$ cat src/rtl/adcseq_pkg.sv
package adcseq_pkg;

  typedef enum logic [3:0] {
    S_IDLE  = 4'd0,
    S_LOAD  = 4'd1,
    S_LOCK  = 4'd2,
    S_DRV   = 4'd3,
    S_SDLY  = 4'd4,
    S_BSW   = 4'd5,
    S_SYNC  = 4'd6,
    S_START = 4'd7,
    S_WEOC  = 4'd8,
    S_EDLY  = 4'd9
  } seq_st_e;

  function automatic int max2(input int a, input int b);
    return (a > b) ? a : b;
  endfunction

endpackage

$ cat src/rtl/adcseq_oneshot.sv
module adcseq_oneshot #(
  parameter int TW = 8
) (
  input  logic          clk,
  input  logic          rst_n,
  input  logic          load,
  input  logic [TW-1:0] load_val,
  output logic          expired
);

  logic [TW-1:0] cnt_q, cnt_n;

  always_comb begin
    cnt_n = cnt_q;
    if (load)               cnt_n = load_val;
    else if (cnt_q != '0)   cnt_n = cnt_q - 1'b1;
  end

  always_ff @(posedge clk or negedge rst_n) begin
    if (!rst_n) cnt_q <= '0;
    else        cnt_q <= cnt_n;
  end

  assign expired = (cnt_q == '0);

endmodule

$ cat src/rtl/adcseq_ptreg.sv
module adcseq_ptreg #(
  parameter int AW = 6,
  parameter int XB = 3,
  localparam int YB = AW - XB,
  localparam int XN = 1 << XB,
  localparam int YN = 1 << YB
) (
  input  logic          clk,
  input  logic          rst_n,
  input  logic          load,
  input  logic [AW-1:0] load_addr,
  input  logic          drv_set,
  input  logic          drv_clr,
  output logic [AW-1:0] pt_addr,
  output logic          busy,
  output logic          drv_on,
  output logic [XN-1:0] x_drv,
  output logic [YN-1:0] y_drv
);

  logic [AW-1:0] addr_q, addr_n;
  logic          busy_q, busy_n;
  logic          on_q, on_n;
  logic [XB-1:0] xi_q, xi_n;
  logic [YB-1:0] yi_q, yi_n;

  always_comb begin
    addr_n = addr_q;
    busy_n = busy_q;
    on_n   = on_q;
    xi_n   = xi_q;
    yi_n   = yi_q;
    if (load) begin
      addr_n = load_addr;
      busy_n = 1'b1;
    end else if (drv_set) begin
      xi_n   = addr_q[XB-1:0];
      yi_n   = addr_q[AW-1:XB];
      on_n   = 1'b1;
      busy_n = 1'b0;
      addr_n = addr_q + AW'(1);
    end
    if (drv_clr) on_n = 1'b0;
  end

  always_ff @(posedge clk or negedge rst_n) begin
    if (!rst_n) begin
      addr_q <= '0;
      busy_q <= 1'b0;
      on_q   <= 1'b0;
      xi_q   <= '0;
      yi_q   <= '0;
    end else begin
      addr_q <= addr_n;
      busy_q <= busy_n;
      on_q   <= on_n;
      xi_q   <= xi_n;
      yi_q   <= yi_n;
    end
  end

  for (genvar i = 0; i < XN; i++) begin : g_xdec
    assign x_drv[i] = on_q && (xi_q == XB'(i));
  end
  for (genvar j = 0; j < YN; j++) begin : g_ydec
    assign y_drv[j] = on_q && (yi_q == YB'(j));
  end

  assign pt_addr = addr_q;
  assign busy    = busy_q;
  assign drv_on  = on_q;

endmodule

$ cat src/rtl/adcseq_top.sv
module adcseq_top
  import adcseq_pkg::*;
#(
  parameter int AW       = 6,
  parameter int XB       = 3,
  parameter int RW       = 2,
  parameter int FAST_ADC = 1,
  parameter int RLY_SD   = 4000,
  parameter int BSW_CYC  = 18,
  parameter int RLY_ED   = 3000,
  parameter int SS_SD    = 20,
  parameter int SS_ED    = 10,
  parameter int SYNC_TO  = 330000
) (
  input  logic                    clk,
  input  logic                    rst_n,
  input  logic                    cmd_wr,
  input  logic                    cmd_init,
  input  logic [AW-1:0]           cmd_addr,
  input  logic                    cmd_relay,
  input  logic                    cmd_xsync,
  input  logic                    cmd_read,
  input  logic                    sense_rst,
  input  logic                    res_wr,
  input  logic [RW-1:0]           res_val,
  input  logic                    adc_eoc,
  input  logic                    sync_start,
  output logic [AW-1:0]           pt_addr,
  output logic                    addr_busy,
  output logic [(1<<XB)-1:0]      x_drv,
  output logic [(1<<(AW-XB))-1:0] y_drv,
  output logic                    relay_drv,
  output logic                    ss_drv,
  output logic                    adc_start,
  output logic                    sync_ready,
  output logic                    sync_late,
  output logic                    conv_done,
  output logic                    cs_req,
  output logic                    relay_busy,
  output logic                    ss_busy,
  output logic [RW-1:0]           adc_res
);

  localparam int MAXD = max2(max2(max2(RLY_SD, BSW_CYC), max2(RLY_ED, SS_SD)),
                             max2(SS_ED, SYNC_TO));
  localparam int TW   = $clog2(MAXD + 1);
  localparam bit FAST = (FAST_ADC != 0);
  localparam logic [TW-1:0] LD_RSD = TW'(RLY_SD - 1);
  localparam logic [TW-1:0] LD_BSW = TW'(BSW_CYC - 1);
  localparam logic [TW-1:0] LD_RED = TW'(RLY_ED - 1);
  localparam logic [TW-1:0] LD_SSD = TW'(SS_SD - 1);
  localparam logic [TW-1:0] LD_SED = TW'(SS_ED - 1);
  localparam logic [TW-1:0] LD_STO = TW'(SYNC_TO - 1);

  seq_st_e       st_q, st_n;
  logic          relay_q, xsync_q, chan_q;
  logic          acc_wr, acc_init, accept;
  logic          tmr_ld, tmr_exp;
  logic [TW-1:0] tmr_val;
  logic          drv_set, drv_clr, set_req, drv_on;
  logic          done_q, done_n, cs_q, cs_n;
  logic          rbusy_q, rbusy_n, sbusy_q, sbusy_n;
  logic          late_q, late_n;
  logic [RW-1:0] res_q, res_n;
  logic          kind_en;

  // command acceptance
  assign acc_wr   = (st_q == S_IDLE) && cmd_wr && !cs_q && !sbusy_q;
  assign acc_init = (st_q == S_IDLE) && cmd_init && !cmd_wr && !addr_busy && !sbusy_q;
  assign accept   = acc_wr || acc_init;

  // next-state logic
  always_comb begin
    st_n    = st_q;
    tmr_ld  = 1'b0;
    tmr_val = '0;
    drv_set = 1'b0;
    drv_clr = 1'b0;
    set_req = 1'b0;
    unique case (st_q)
      S_IDLE:  if (accept) st_n = S_LOAD;
      S_LOAD:  st_n = S_LOCK;
      S_LOCK:  st_n = S_DRV;
      S_DRV: begin
        drv_set = 1'b1;
        tmr_ld  = 1'b1;
        tmr_val = relay_q ? LD_RSD : LD_SSD;
        st_n    = S_SDLY;
      end
      S_SDLY: if (tmr_exp) begin
        if (relay_q) begin
          st_n    = S_BSW;
          tmr_ld  = 1'b1;
          tmr_val = LD_BSW;
        end else begin
          st_n    = S_START;
          drv_clr = FAST;
        end
      end
      S_BSW: if (tmr_exp) begin
        if (xsync_q) begin
          st_n    = S_SYNC;
          tmr_ld  = 1'b1;
          tmr_val = LD_STO;
        end else begin
          st_n = S_START;
        end
      end
      S_SYNC:  if (sync_start) st_n = S_START;
      S_START: st_n = S_WEOC;
      S_WEOC: if (adc_eoc) begin
        drv_clr = 1'b1;
        if (!relay_q && FAST) begin
          st_n    = S_IDLE;
          set_req = 1'b1;
        end else begin
          st_n    = S_EDLY;
          tmr_ld  = 1'b1;
          tmr_val = relay_q ? LD_RED : LD_SED;
        end
      end
      S_EDLY: if (tmr_exp) begin
        st_n    = S_IDLE;
        set_req = 1'b1;
      end
      default: st_n = S_IDLE;
    endcase
  end

  // flag next values
  always_comb begin
    done_n  = done_q;
    cs_n    = cs_q;
    rbusy_n = rbusy_q;
    sbusy_n = sbusy_q;
    late_n  = late_q;
    res_n   = res_q;
    if (sense_rst) begin
      done_n = 1'b0;
      cs_n   = 1'b0;
    end
    if (set_req) begin
      if (chan_q) cs_n   = 1'b1;
      else        done_n = 1'b1;
    end
    if (cmd_read) begin
      rbusy_n = 1'b0;
      sbusy_n = 1'b0;
    end
    if (acc_wr) begin
      if (cmd_relay) rbusy_n = 1'b1;
      else           sbusy_n = 1'b1;
    end
    if (accept)
      late_n = 1'b0;
    else if ((st_q == S_SYNC) && tmr_exp && !sync_start)
      late_n = 1'b1;
    if (res_wr && !relay_drv)
      res_n = res_val;
  end

  assign kind_en = accept;

  always_ff @(posedge clk or negedge rst_n) begin
    if (!rst_n) begin
      st_q    <= S_IDLE;
      done_q  <= 1'b0;
      cs_q    <= 1'b0;
      rbusy_q <= 1'b0;
      sbusy_q <= 1'b0;
      late_q  <= 1'b0;
      res_q   <= '0;
    end else begin
      st_q    <= st_n;
      done_q  <= done_n;
      cs_q    <= cs_n;
      rbusy_q <= rbusy_n;
      sbusy_q <= sbusy_n;
      late_q  <= late_n;
      res_q   <= res_n;
    end
  end

  always_ff @(posedge clk or negedge rst_n) begin
    if (!rst_n) begin
      relay_q <= 1'b0;
      xsync_q <= 1'b0;
      chan_q  <= 1'b0;
    end else if (kind_en) begin
      relay_q <= cmd_relay;
      xsync_q <= cmd_relay && cmd_xsync;
      chan_q  <= acc_init;
    end
  end

  adcseq_oneshot #(.TW(TW)) u_tmr (
    .clk      (clk),
    .rst_n    (rst_n),
    .load     (tmr_ld),
    .load_val (tmr_val),
    .expired  (tmr_exp)
  );

  adcseq_ptreg #(.AW(AW), .XB(XB)) u_pt (
    .clk       (clk),
    .rst_n     (rst_n),
    .load      (accept),
    .load_addr (cmd_addr),
    .drv_set   (drv_set),
    .drv_clr   (drv_clr),
    .pt_addr   (pt_addr),
    .busy      (addr_busy),
    .drv_on    (drv_on),
    .x_drv     (x_drv),
    .y_drv     (y_drv)
  );

  assign relay_drv  = drv_on && relay_q;
  assign ss_drv     = drv_on && !relay_q;
  assign adc_start  = (st_q == S_START);
  assign sync_ready = (st_q == S_SYNC);
  assign sync_late  = late_q;
  assign conv_done  = done_q;
  assign cs_req     = cs_q;
  assign relay_busy = rbusy_q;
  assign ss_busy    = sbusy_q;
  assign adc_res    = res_q;

endmodule

$ cat config.mk
export PLATFORM = sky130hd
export DESIGN_NAME = adcseq_top
export DESIGN_NICKNAME = d
export VERILOG_FILES = /design/src/rtl/adcseq_pkg.sv /design/src/rtl/adcseq_oneshot.sv /design/src/rtl/adcseq_ptreg.sv /design/src/rtl/adcseq_top.sv
export SDC_FILE = /design/constraint.sdc
export NUM_CORES = 1
export LEC_CHECK = 0
export CAP_MARGIN = 20
export CELL_PAD_IN_SITES_DETAIL_PLACEMENT = 1
export CELL_PAD_IN_SITES_GLOBAL_PLACEMENT = 1
export CORE_MARGIN = 5
export CORE_UTILIZATION = 50
export DETAILED_ROUTE_END_ITERATION = 8
export DONT_BUFFER_PORTS = 1
export HOLD_SLACK_MARGIN = 0.03
export PLACE_DENSITY_LB_ADDON = 0.15
export SLEW_MARGIN = 20
export SYNTH_ARGS = -nofsm -noshare
export SYNTH_HDL_FRONTEND = slang
export SYNTH_SLANG_ARGS = --single-unit
$ cat constraint.sdc
create_clock -name clk -period 3.6 [get_ports clk]
set_input_delay 0.36 -clock clk [delete_from_list [all_inputs] [get_ports clk]]
set_output_delay 0.36 -clock clk [all_outputs]
set_load 0.02 [all_outputs]
Word-level counts from Yosys, hierarchy flattened
Cells that the tools add are included.
{"block": "word_totals", "out_inout_bits": 34, "reg_bits": 47}
{"block": "op_classes", "n_reduce_logical": 49, "addsub": 2, "eq_ne": 30, "muxes": 55, "bitwise_logic": 1}
{"operator": "2-to-1 mux 19 bit", "n": 4}
{"operator": "case mux 19 bit (4 select lines)", "n": 1}
{"operator": "case mux 4 bit (10 select lines)", "n": 1}
{"operator": "2-to-1 mux 12 bit", "n": 3}
{"operator": "2-to-1 mux 1 bit", "n": 31}
{"operator": "logical AND 1 bit", "n": 29}
{"operator": "2-to-1 mux 4 bit", "n": 7}
{"operator": "equality test 3 bit, second input constant", "n": 8}
{"operator": "zero test 19 bit", "n": 1}
{"operator": "nonzero test 19 bit", "n": 1}
{"operator": "subtractor 19 x 1 -> 19 bit, second input constant", "n": 1}
{"operator": "equality test 4 x 3 -> 1 bit, second input constant", "n": 4}
{"operator": "equality test 3 x 2 -> 1 bit, second input constant", "n": 4}
{"operator": "2-to-1 mux 6 bit", "n": 2}
{"operator": "!= test 2 bit, second input constant", "n": 6}
{"operator": "2-to-1 mux 5 bit", "n": 2}
{"operator": "equality test 4 x 2 -> 1 bit, second input constant", "n": 2}
{"operator": "equality test 4 bit, second input constant", "n": 2}
{"operator": "nonzero test 2 bit", "n": 4}
{"operator": "zero test 1 bit", "n": 7}
{"operator": "adder 6 x 1 -> 6 bit, second input constant", "n": 1}
{"operator": "equality test 3 x 1 -> 1 bit, second input constant", "n": 2}
{"operator": "zero test 3 bit", "n": 2}
{"operator": "AND reduction 6 bit", "n": 1}
{"operator": "other kinds (9)", "n": 11}

Logic depth before layout (Yosys ltp)
{"block": "logic_depth", "depth_word": 8, "mapped_depth": 8, "depth_no_buf": 7}

Hierarchy
From an unflattened synthesis, not the netlist that was laid out.
{"block": "unflattened", "cells_unflattened": 311, "hier_area_um2": 2762.6}
{"mod": "adcseq_oneshot", "area_per_inst_um2": 1117.3, "cells_per_inst": 127, "instances": 1}
{"mod": "adcseq_top", "area_per_inst_um2": 899.6, "cells_per_inst": 104, "instances": 1}
{"mod": "adcseq_ptreg", "area_per_inst_um2": 745.7, "cells_per_inst": 80, "instances": 1}

Worst setup path after synthesis
Ideal clock, no wire load.
{"block": "synth_path", "kind": "flip-flop to flip-flop", "startpoint": "reg u_tmr.cnt_q[0]", "endpoint": "reg u_tmr.cnt_q[1]", "setup_slack_ns": 1.672, "setup_ns": 0.131, "synth_period_minus_slack_ns": 1.928, "stages_incl_launch_ff": 8, "arrival_ns": 1.797, "cell_sequence": "dfrtp_1 inv_1 ha_1 nor4b_2 nand2_1 nor2_2 mux2_2 or3_1"}
{"block": "synth_between", "elab_chain_cells": 4}
{"item": "start, declared", "line": "adcseq_oneshot.sv:11", "source": "logic [TW-1:0] cnt_q, cnt_n;"}
{"item": "start signal, assigned", "line": "adcseq_oneshot.sv:21", "source": "else cnt_q <= cnt_n;"}
{"item": "branches (longest 4 deep; another with subtractor 19 x 1 -> 19 bit)"}
Parallel ways; which one is timed is not known. The select of a mux whose other input is x is not followed.
A chain may end at the register's enable or synchronous reset.

Final worst setup path
{"block": "layout_path", "startpoint": "reg u_tmr.cnt_q[11]", "endpoint": "reg u_tmr.cnt_q[1]"}
{"block": "layout_between", "elab_chain_cells": 4}
{"item": "zero test 19 bit", "line": "adcseq_oneshot.sv:24", "source": "assign expired = (cnt_q == '0);"}
{"item": "2-to-1 mux 19 bit (tied with other cells)", "line": "adcseq_top.sv:100", "source": "S_BSW: if (tmr_exp) begin"}
{"item": "case mux 19 bit (4 select lines) or case mux 1 bit (4 select lines) (tied branches)", "line": "adcseq_top.sv:80", "source": "unique case (st_q)"}
{"item": "2-to-1 mux 19 bit or nonzero test 2 bit (tied branches)"}
Several ways; a longest one is shown, not always the timed one.

==> flow_summary.toml <==
[status]
outcome = "completed"

[logic_synthesis]
yosys.area.top_type_share_pct = 43.6
synth_nets = 319
ys.warnings.count = 0
ys_top_cells_by_area = "dfrtp_1 44%, nand2_1 5.2%, nor2_1 5.0%"
synth_edf_count = 0
synth_cell_types = 57
synthArstFlopShare_pct = 100
synth_ff_type = "dfrtp_1"
yosysSeqAreaShare_pct = 43.6
yosysTopAreaCell = "dfrtp_1"
postSynthCellCount = 297
syn-cell-area_sq_um = 2700
ys_ff_latch = 47
avgSynthCellArea_sq_um = 9.08

[cells_and_area]
multi_input_area_sq_um = 1420
nFillCells = 610
area_growth_syn_to_layout_pct = 6.26
insertedDiodeCount = 0
mostFrequentLayoutCell = "dfrtp_1"
seq_area_sq_um = 1180
final_cell_mix = "47 x dfrtp_1, 37 x nand2_1, 36 x nor2_1"
utilization_pct = 55.4
final_nets = 318
drive_gt1_share_pct = 8.08

[timing]
relSlewSlack_pct = 54.7
drv_slew = 0
period_share_pct = 69.3
fmax_mhz = 401
finalHoldViolCount = 0
worst_pin_slew_ns = 0.675
fin_crit_ns = 2.49
tns_ns = 0
fin_skew_ns = 0.00897
rsz0062_at_grt = "no"
whs_ns = 0.157
setup_violations = 0

[critical_path]
critPathLaunchType = "flop"
crit_slowest_cell = "nor2_2"
critPathRequiredTime_ns = 3.78
path_buf_inv = 0
path_class = "flop to flop"
cpLargestDelayFamily = "simple AND/OR/NAND/NOR gates"
path_max_fanout = 12
crit_chain = "nor3_1 -> nand4_1 -> nor2_2 -> mux2_2 -> or3_1"
cp_slowest_stage_delay_ns = 0.50
worstPathArrival_ns = 2.68
cp-end-kind = "flop"

[clocking]
tritoncts = "done"
htree_levels = 2
clock-root-buffer = "clkbuf_8"
cts_buffers = 5
cts.sinks = 47
postCtsSetupRepairBufs = 0
cts_buffer_depth = 2
clkLatencyLatePin_ns = 0.30
path_clk_slew_ns = 0.09

[global_routing]
grtUsageMet3_pct = 5.54
grt_pass1_vias = 2183
globalRouteMet1Util_pct = 27.2
grt_busiest_layer = "met2"
met2_usage_pct = 30.9
grt_max_degree = 48
antenna_found_initial = 0
grt.total_usage_pct = 19.9
grt-ovfl-total = 0
grt_pass1_wl_mm = 11.3

[detailed_routing]
drtIter0Drc = 100
drtAntennaViolNets = 0
drt_wl_total_mm = 6.73
vias_per_cell = 5.90
dr.pass1.iters = 4
wl_per_cell_um = 18.3
num_vias = 2167
drc = 0

[power_and_ir_drop]
vdd_drop_max_mv = 0.404
seqPwrFrac_pct = 45.3
switchingPower_uw = 1150
power_frac_comb_pct = 40.8
swShare_pct = 46.3
p_leak_uw = 0.00118
intPower_uw = 1330
clockPowerShare_pct = 13.8
p_per_area_nw_per_um2 = 864

[floorplan]
rows = 26
floorplan.initialDensity_pct = 52.1
die_h_um = 83.4
die_w_um = 83.4
io_pins = 53
core_area_sq_um = 5170
die_area_sq_um = 6960

[place]
numPortBuffers = 0
dp_hpwl_mm = 4.95
gp_congestion = 0.802

[worst_hold_path]
hold_class = "input port to flop"

[flow_run]
max_cap_viol_count = 0
-- per-layer routing --
metal  wire [um]  vias up
met5           0        -
met1        3200     1053
met3         393        8
li1            -     1050
met2        3060       56
met4          80        0
-- cells by family (layout without fill, tap and decap cells) --
family	count (synthesis)	after routing	synth area share, %
compound gates	56	56	13.9
xor+xnor	20	20	6.50
fa+ha+maj	3	3	1.39
mux	4	4	1.62
flops	47	47	43.6
buf+inv	22	22	3.76
simple gates	145	145	29.2
-- area by class of cell --
class	instances	area share [%]
clock buffer	8	3.49
inverter	12	1.57
multi-input combinational	228	49.5
sequential	47	41.0
tap	70	3.06
timing repair buffer	2	1.31
-- cell usage after synthesis, types with 3 or more instances --
| cell type | count |
|---|---|
| nand2_1 | 37 |
| nor3b_1 | 3 |
| nand2b_1 | 11 |
| a21oi_1 | 4 |
| buf_2 | 6 |
| ha_1 | 3 |
| nor2_1 | 36 |
| nor3_1 | 10 |
| xor2_1 | 7 |
| xnor2_1 | 13 |
| o22a_1 | 4 |
| nand3_1 | 11 |
| dfrtp_1 | 47 |
| a21o_1 | 3 |
| mux2_2 | 3 |
| or3_1 | 4 |
| a31oi_1 | 4 |
| nand4_1 | 4 |
| o22ai_1 | 8 |
| nor4b_1 | 4 |
| nor2b_1 | 5 |
| o21ai_0 | 17 |
| inv_1 | 12 |
-- repair_timing --
| action | 4_1_cts | 5_1_grt |
|---|---|---|
| resized for setup | 0 | 0 |
| endpoints found under the hold margin | 47 | 0 |
| hold buffers | 2 | 0 |
-- path summary, 6_finish.rpt --
kind,cells after the start,slack [ns],from,end
max reg2reg,5,1.11,u_tmr.cnt_q[11]$_DFFE_PN0P_,u_tmr.cnt_q[1]$_DFFE_PN0P_
max,5,1.11,u_tmr.cnt_q[11]$_DFFE_PN0P_,u_tmr.cnt_q[1]$_DFFE_PN0P_
min reg2reg,1,0.45,chan_q$_DFFE_PN0P_,conv_done$_DFF_PN0_
min in group asynchronous,2,0.56,rst_n,u_tmr.cnt_q[7]$_DFFE_PN0P_
min,1,0.16,sense_rst,cs_req$_DFF_PN0_
max in group asynchronous,2,2.82,rst_n,u_pt.busy$_DFFE_PN0P_
-- power by group through the flow --
stage	combinational, uW	clock (uW)	sequential [uW]
floorplan	876	0	999
global placement	964	0	1120
detailed placement	991	0	1130
CTS	1020	354	1120
global route	1130	379	1170
finish	1010	343	1120
-- state kept, by name, indices dropped and copies added, names as in the netlist, 2 cells and up --
signal	cells
u_pt.xi_q	3
u_pt.pt_addr	6
adc_res	2
u_tmr.cnt_q	19
st_q	4
u_pt.yi_q	3
-- stage by stage --
stage / worst slack [ns] / power, uW / instances / cell area, sq um
6_report: 1.11 / 2480 / 367 / 2870
3_3_place_gp: 1.24 / 2080 / 357 / 2730
4_1_cts: 1.12 / 2490 / 367 / 2870
3_5_place_dp: 1.15 / 2120 / 357 / 2730
2_1_floorplan: 1.67 / 1880 / 297 / 2700
5_1_grt: 0.939 / 2680 / 367 / 2870
Note: power is estimated with default switching activity, not from simulation.
